==> src/rtl/alu_exec_pkg.sv <==
`timescale 1ns/1ps
package alu_exec_pkg;
  // major codes
  localparam logic [5:0] MJ_REG   = 6'h00;
  localparam logic [5:0] MJ_ADDI  = 6'h08;
  localparam logic [5:0] MJ_ADDIU = 6'h09;
  localparam logic [5:0] MJ_SLTI  = 6'h0A;
  localparam logic [5:0] MJ_SLTIU = 6'h0B;
  localparam logic [5:0] MJ_ANDI  = 6'h0C;
  localparam logic [5:0] MJ_ORI   = 6'h0D;
  localparam logic [5:0] MJ_XORI  = 6'h0E;
  localparam logic [5:0] MJ_LUI   = 6'h0F;
  // function codes within MJ_REG
  localparam logic [5:0] FN_SLL  = 6'h00;
  localparam logic [5:0] FN_SRL  = 6'h02;
  localparam logic [5:0] FN_SRA  = 6'h03;
  localparam logic [5:0] FN_SLLV = 6'h04;
  localparam logic [5:0] FN_SRLV = 6'h06;
  localparam logic [5:0] FN_SRAV = 6'h07;
  localparam logic [5:0] FN_ADD  = 6'h20;
  localparam logic [5:0] FN_ADDU = 6'h21;
  localparam logic [5:0] FN_SUB  = 6'h22;
  localparam logic [5:0] FN_SUBU = 6'h23;
  localparam logic [5:0] FN_AND  = 6'h24;
  localparam logic [5:0] FN_OR   = 6'h25;
  localparam logic [5:0] FN_XOR  = 6'h26;
  localparam logic [5:0] FN_SLT  = 6'h2A;
  localparam logic [5:0] FN_SLTU = 6'h2B;

  typedef enum logic [3:0] {
    OPK_NONE, OPK_ADD, OPK_SUB, OPK_AND, OPK_OR, OPK_XOR,
    OPK_LUI, OPK_SLT, OPK_SLTU, OPK_SHL, OPK_SHR
  } op_kind_e;

  typedef struct packed {
    op_kind_e kind;
    logic     use_imm;      // second operand comes from the immediate
    logic     imm_sext;     // sign-extend rather than zero-extend
    logic     traps;        // overflow is reported
    logic     arith;        // right shift fills with sign
    logic     cnt_from_reg; // shift count taken from b_val
  } dec_t;
endpackage

==> src/rtl/alu_exec_decode.sv <==
`timescale 1ns/1ps
module alu_exec_decode
  import alu_exec_pkg::*;
(
  input  logic [5:0] op_major,
  input  logic [5:0] op_func,
  output dec_t       dec
);
  always_comb begin
    dec = '{kind: OPK_NONE, use_imm: 1'b0, imm_sext: 1'b0, traps: 1'b0,
            arith: 1'b0, cnt_from_reg: 1'b0};
    unique case (op_major)
      MJ_REG: begin
        unique case (op_func)
          FN_SLL:  dec.kind = OPK_SHL;
          FN_SRL:  dec.kind = OPK_SHR;
          FN_SRA:  begin dec.kind = OPK_SHR; dec.arith = 1'b1; end
          FN_SLLV: begin dec.kind = OPK_SHL; dec.cnt_from_reg = 1'b1; end
          FN_SRLV: begin dec.kind = OPK_SHR; dec.cnt_from_reg = 1'b1; end
          FN_SRAV: begin dec.kind = OPK_SHR; dec.cnt_from_reg = 1'b1; dec.arith = 1'b1; end
          FN_ADD:  begin dec.kind = OPK_ADD; dec.traps = 1'b1; end
          FN_ADDU: dec.kind = OPK_ADD;
          FN_SUB:  begin dec.kind = OPK_SUB; dec.traps = 1'b1; end
          FN_SUBU: dec.kind = OPK_SUB;
          FN_AND:  dec.kind = OPK_AND;
          FN_OR:   dec.kind = OPK_OR;
          FN_XOR:  dec.kind = OPK_XOR;
          FN_SLT:  dec.kind = OPK_SLT;
          FN_SLTU: dec.kind = OPK_SLTU;
          default: dec.kind = OPK_NONE;
        endcase
      end
      MJ_ADDI:  begin dec.kind = OPK_ADD;  dec.use_imm = 1'b1; dec.imm_sext = 1'b1; dec.traps = 1'b1; end
      MJ_ADDIU: begin dec.kind = OPK_ADD;  dec.use_imm = 1'b1; dec.imm_sext = 1'b1; end
      MJ_SLTI:  begin dec.kind = OPK_SLT;  dec.use_imm = 1'b1; dec.imm_sext = 1'b1; end
      MJ_SLTIU: begin dec.kind = OPK_SLTU; dec.use_imm = 1'b1; dec.imm_sext = 1'b1; end
      MJ_ANDI:  begin dec.kind = OPK_AND;  dec.use_imm = 1'b1; end
      MJ_ORI:   begin dec.kind = OPK_OR;   dec.use_imm = 1'b1; end
      MJ_XORI:  begin dec.kind = OPK_XOR;  dec.use_imm = 1'b1; end
      MJ_LUI:   begin dec.kind = OPK_LUI;  dec.use_imm = 1'b1; end
      default:  dec.kind = OPK_NONE;
    endcase
  end
endmodule

==> src/rtl/alu_exec_addsub.sv <==
`timescale 1ns/1ps
module alu_exec_addsub #(
  parameter int W = 32
) (
  input  logic [W-1:0] a,
  input  logic [W-1:0] b,
  input  logic         sub,
  output logic [W-1:0] sum,
  output logic         ovf_evt,
  output logic         lt_signed,
  output logic         lt_unsigned
);
  function automatic logic [W-1:0] add_w(input logic [W-1:0] x, input logic [W-1:0] y,
                                         input logic cin);
    return x + y + {{(W-1){1'b0}}, cin};
  endfunction

  // sign rule: same-sign inputs (after inversion for subtract) giving an opposite-sign sum
  function automatic logic sign_ovf(input logic sa, input logic sb, input logic ss, input logic is_sub);
    logic sb_eff;
    sb_eff = is_sub ? ~sb : sb;
    return (sa == sb_eff) && (ss != sa);
  endfunction

  // compare without subtraction: sign bits settle mixed-sign cases
  function automatic logic less_signed(input logic [W-1:0] x, input logic [W-1:0] y);
    if (x[W-1] != y[W-1]) return x[W-1];
    return x[W-2:0] < y[W-2:0];
  endfunction

  always_comb begin
    sum         = add_w(a, sub ? ~b : b, sub);
    ovf_evt     = sign_ovf(a[W-1], b[W-1], sum[W-1], sub);
    lt_signed   = less_signed(a, b);
    lt_unsigned = a < b;
  end
endmodule

==> src/rtl/alu_exec_shift.sv <==
`timescale 1ns/1ps
module alu_exec_shift #(
  parameter int W   = 32,
  parameter int SHW = $clog2(W)
) (
  input  logic [W-1:0]   val,
  input  logic [SHW-1:0] cnt,
  input  logic           left,
  input  logic           arith,
  output logic [W-1:0]   res
);
  logic [W-1:0] rev_in;
  logic [W-1:0] rev_out;
  logic [W-1:0] stg [0:SHW];
  logic         fill;

  assign fill = arith & ~left & val[W-1];

  for (genvar i = 0; i < W; i++) begin : g_rev
    assign rev_in[i] = val[W-1-i];
    assign rev_out[i] = stg[SHW][W-1-i];
  end

  // a left shift runs through the same right-shift stages on a mirrored word
  assign stg[0] = left ? rev_in : val;

  for (genvar s = 0; s < SHW; s++) begin : g_stage
    localparam int SH = 2 ** s;
    assign stg[s+1] = cnt[s] ? {{SH{fill}}, stg[s][W-1:SH]} : stg[s];
  end

  assign res = left ? rev_out : stg[SHW];
endmodule

==> src/rtl/alu_exec.sv <==
`timescale 1ns/1ps
module alu_exec
  import alu_exec_pkg::*;
#(
  parameter int XLEN = 32,
  parameter int IMMW = 16,
  localparam int SHW = $clog2(XLEN)
) (
  input  logic [5:0]      op_major,
  input  logic [5:0]      op_func,
  input  logic [SHW-1:0]  shamt,
  input  logic [XLEN-1:0] a_val,
  input  logic [XLEN-1:0] b_val,
  input  logic [IMMW-1:0] imm,
  output logic [XLEN-1:0] result,
  output logic            ovf
);
  localparam int PADW = XLEN - IMMW;

  dec_t            dec;
  logic [XLEN-1:0] imm_ext;
  logic [XLEN-1:0] opnd_b;
  logic [XLEN-1:0] sum_raw;
  logic [XLEN-1:0] shift_res;
  logic [SHW-1:0]  sh_cnt;
  logic            add_ovf_evt;
  logic            lt_signed;
  logic            lt_unsigned;
  logic            is_addsub;

  alu_exec_decode u_dec (
    .op_major (op_major),
    .op_func  (op_func),
    .dec      (dec)
  );

  assign imm_ext = dec.imm_sext ? {{PADW{imm[IMMW-1]}}, imm} : {{PADW{1'b0}}, imm};
  assign opnd_b  = dec.use_imm ? imm_ext : b_val;
  assign sh_cnt  = dec.cnt_from_reg ? b_val[SHW-1:0] : shamt;

  alu_exec_addsub #(.W(XLEN)) u_addsub (
    .a           (a_val),
    .b           (opnd_b),
    .sub         (dec.kind == OPK_SUB),
    .sum         (sum_raw),
    .ovf_evt     (add_ovf_evt),
    .lt_signed   (lt_signed),
    .lt_unsigned (lt_unsigned)
  );

  alu_exec_shift #(.W(XLEN), .SHW(SHW)) u_shift (
    .val   (a_val),
    .cnt   (sh_cnt),
    .left  (dec.kind == OPK_SHL),
    .arith (dec.arith),
    .res   (shift_res)
  );

  assign is_addsub = (dec.kind == OPK_ADD) || (dec.kind == OPK_SUB);

  always_comb begin
    unique case (dec.kind)
      OPK_ADD, OPK_SUB: result = sum_raw;
      OPK_AND:          result = a_val & opnd_b;
      OPK_OR:           result = a_val | opnd_b;
      OPK_XOR:          result = a_val ^ opnd_b;
      OPK_LUI:          result = {imm, {PADW{1'b0}}};
      OPK_SLT:          result = {{(XLEN-1){1'b0}}, lt_signed};
      OPK_SLTU:         result = {{(XLEN-1){1'b0}}, lt_unsigned};
      OPK_SHL, OPK_SHR: result = shift_res;
      default:          result = '0;
    endcase
  end

  assign ovf = dec.traps & is_addsub & add_ovf_evt;
endmodule

==> config.mk <==
export PLATFORM = sky130hd
export DESIGN_NAME = alu_exec
export DESIGN_NICKNAME = d
export VERILOG_FILES = /design/src/rtl/alu_exec_pkg.sv /design/src/rtl/alu_exec_decode.sv /design/src/rtl/alu_exec_addsub.sv /design/src/rtl/alu_exec_shift.sv /design/src/rtl/alu_exec.sv
export SDC_FILE = /design/constraint.sdc
export NUM_CORES = 1
export LEC_CHECK = 0
export CORE_ASPECT_RATIO = 0.9
export CORE_MARGIN = 2
export CORE_UTILIZATION = 34
export DETAILED_ROUTE_END_ITERATION = 8
export PLACE_DENSITY = 0.65
export SLEW_MARGIN = 0
export SYNTH_ARGS = -nofsm -noshare
export SYNTH_HDL_FRONTEND = slang
export SYNTH_SLANG_ARGS = --single-unit
==> constraint.sdc <==
create_clock -name vclk -period 7.9
set_clock_uncertainty 0.15 [all_clocks]
set_input_delay 1.185 -clock vclk [all_inputs]
set_output_delay 1.185 -clock vclk [all_outputs]
set_load 0.01 [all_outputs]
==> results.md <==
* Sequential fraction of the synthesis area at 0%
* Dpl ws at -0.0873 ns
* Critical path class: in -> out
* PwrDens at 74.6 mW/mm2
* Maximum fanout along the worst path at 21
* Placed Instances at 1753
* Period minus WS final at 7.82 ns
* Core box area at 0.0261 mm2
* Worst relative slew slack at 36.7%
* Vias in the first global route at roughly 10000
* DRT Wirelength at 45.1 mm
* GRT overflow at 0
* Number of cells on the worst hold path at 6
* Antenna Cells at 0
* Dpl hpwl at ~37 mm
* Pre-Repair DR Iteration Count at 6
* Maximum VDD drop at 0.0333 mV
* Hold Path End: result[24]
* Final number of hold-violating endpoints at 0
* Worst min-delay path category: in -> out
* Run status: finished clean
* Register area at 0 um2
* Max-slew violations at 0
* P&R area growth vs syn at 25.2%
* Synth cell types at between 90 and 100
* Synthesized net count at 1491
* Via density at between 6 and 7
* ANT nets after route at 0
* Least-Margin Pin Slew at 0.941 ns
* Total GRT Usage at 31.2%
* Max cap viols at 0
* Drt wl/cell at 25.7 um
* Final worst slack at approximately 0.078 ns
* Crit start category: primary input
* Die Span Y at between 150 and 200 um
* RSZ-0062 raised after global routing: yes
* YS warnings at 0
* Worst EP arrival at about 6.5 ns
* HP Start: imm[8]
* DRC at 0
* Layout Cells excl Fill at around 1800
* Final number of setup-violating endpoints at 0
* Syn avg cell area at 7.20 um2
* Pin count of the biggest net entering global routing at 33
* RD Place Congestion at 1.03
* Layout cells sized above 1 at 12.1%
* Antenna violations before repair at 0
* Initial Util at 34.6%
* First-pass GRT wire length at between 60 and 70 mm
* Die Outline Area at between 0.02 and 0.03 mm2
* Static Leak at 5.09 nW
* Post-route cell area at 0.0113 mm2
* Starting DRT DRC Count at 1464
* Ports at 130
* Die Wd at 176 um
* Worst Hold Slack at approximately 3.4 ns
* Worst Setup End Kind: primary output
* Via count at 11200
* Fmax at around 130 MHz
* Area after DPL at approximately 0.011 mm2
* Gate Count Post-Synth at 1250
* I/O Buffers at 130
* Mapped Area at 0.00901 mm2
* # rows at 56
* Final Util at a little over two fifths
* Worst endpoint required time at 6.57 ns
* Clock buffers at 0
* FFs & Latches at 0
* Nets@finish at 1651
* Final Cycle Share at 99.0%
## per-layer routing
layer / vias up / GRT usage, % / share of wire (%)
li1: 5020 / - / -
met1: 5307 / 44.3 / 43
met2: 784 / 46.7 / 41
met3: 101 / 5.06 / 12
met4: 0 / 12.3 / 4.7
met5: - / 0 / 0
## worst max path at each step
stage / startpoint / endpoint / slack [ns] / cells past startpoint
after floorplan: op_major[2] / result[24] / 0.63 / 19
after global placement: op_func[2] / result[24] / 0.09 / 20
after detailed placement: op_func[2] / result[24] / -0.09 / 19
after CTS: op_major[3] / result[24] / 0.02 / 20
after global routing: op_func[4] / ovf / -0.14 / 21
final: op_major[3] / ovf / 0.08 / 21
## cells in the final DEF (no fill, tap or decap), types with 4 or more instances in the layout
master / Yosys / layout
xnor2_1: 47 / 47
ha_1: 143 / 142
a31oi_1: 16 / 16
nor2_1: 90 / 89
inv_1: 81 / 81
o221ai_1: 7 / 7
a22oi_1: 18 / 18
buf_4: 9 / 105
o21bai_1: 9 / 9
a21oi_1: 109 / 108
o22ai_1: 9 / 9
o21ai_1: 7 / 7
a31o_2: 4 / 4
o2bb2ai_1: 4 / 4
nand4_1: 11 / 11
o211ai_1: 24 / 24
nand2b_1: 10 / 10
o31ai_1: 9 / 9
nand2_1: 100 / 99
xor2_1: 15 / 15
clkdlybuf4s50_1: 0 / 126
a21o_1: 35 / 34
a221o_1: 14 / 14
or3_1: 4 / 4
o31a_1: 4 / 4
a211o_1: 8 / 8
a221oi_2: 4 / 5
nor2b_1: 8 / 8
and2_1: 7 / 7
and3_1: 6 / 6
a221oi_1: 26 / 25
nand3_1: 20 / 20
nor3_1: 18 / 17
mux2i_1: 104 / 102
mux2_2: 7 / 7
a211oi_1: 36 / 36
o21ai_0: 72 / 72
o2111ai_1: 4 / 4
## where the power goes
group | internal, mW | switching [mW]
sequential | 0 | 0
clock | 0 | 0
combinational | 0.342 | 0.499
total | 0.342 | 0.499
## worst max-delay path: stages
cell,delay [ns]
clkdlybuf4s50_1,0.42
or4_4,0.58
nor3_4,0.26
a21o_4,0.20
a21o_1,0.16
nor2_4,0.07
buf_12,0.17
xnor2_1,0.21
ha_2,0.35
a21o_1,0.23
a31oi_1,0.22
o211ai_1,0.14
a221oi_2,0.30
o211ai_1,0.24
a41oi_2,0.29
o31a_1,0.24
o21ai_0,0.16
mux2i_1,0.15
buf_4,0.17
nor3_1,0.16
clkdlybuf4s50_1,0.57
## logic make-up after synthesis
logic type      after synthesis  synth area share, %
fa+ha+maj                   144                 20.1
buf+inv                     161                 8.04
compound gates              463                 36.1
xor+xnor                     62                 6.03
simple gates                304                 16.3
mux                         116                 13.5
## synthesized netlist by cell type (11+ instances only)
master,count,area [um2]
nor3_1,18,90.1
inv_1,81,304
xnor2_1,47,412
ha_1,143,1790
mux2i_1,104,1040
a21oi_1,109,546
a221o_1,14,140
o211ai_1,24,180
a21o_1,35,263
a211oi_1,36,270
xor2_1,15,131
clkbuf_1,35,131
a31oi_1,16,100
nand3_1,20,100
buf_2,21,105
a22oi_1,18,135
o21ai_0,72,360
nand2_1,100,375
nor2_1,90,338
nand4_1,11,68.8
a221oi_1,26,228
## metrics by stage
step | TNS, ns | total power [mW]
final | 0 | 0.841
after global routing | -0.137 | 0.891
after CTS | 0 | 0.808
after detailed placement | -0.144 | 0.802
after global placement | 0 | 0.796
after floorplan | 0 | 0.466
## layout make-up
class,instances,area [um2]
fill,2750,14800
multi-input combinational,1089,8380
timing repair buffer,238,2160
tap,348,435
inverter,81,304
## what timing repair did
action,CTS,global route
setup buffers,0,3
gates resized for setup,4,9
hold buffers,0,0
pin swaps,0,6
cloned,0,0
endpoints found under the setup margin,2,8
Note: power is estimated with default switching activity, not from simulation.
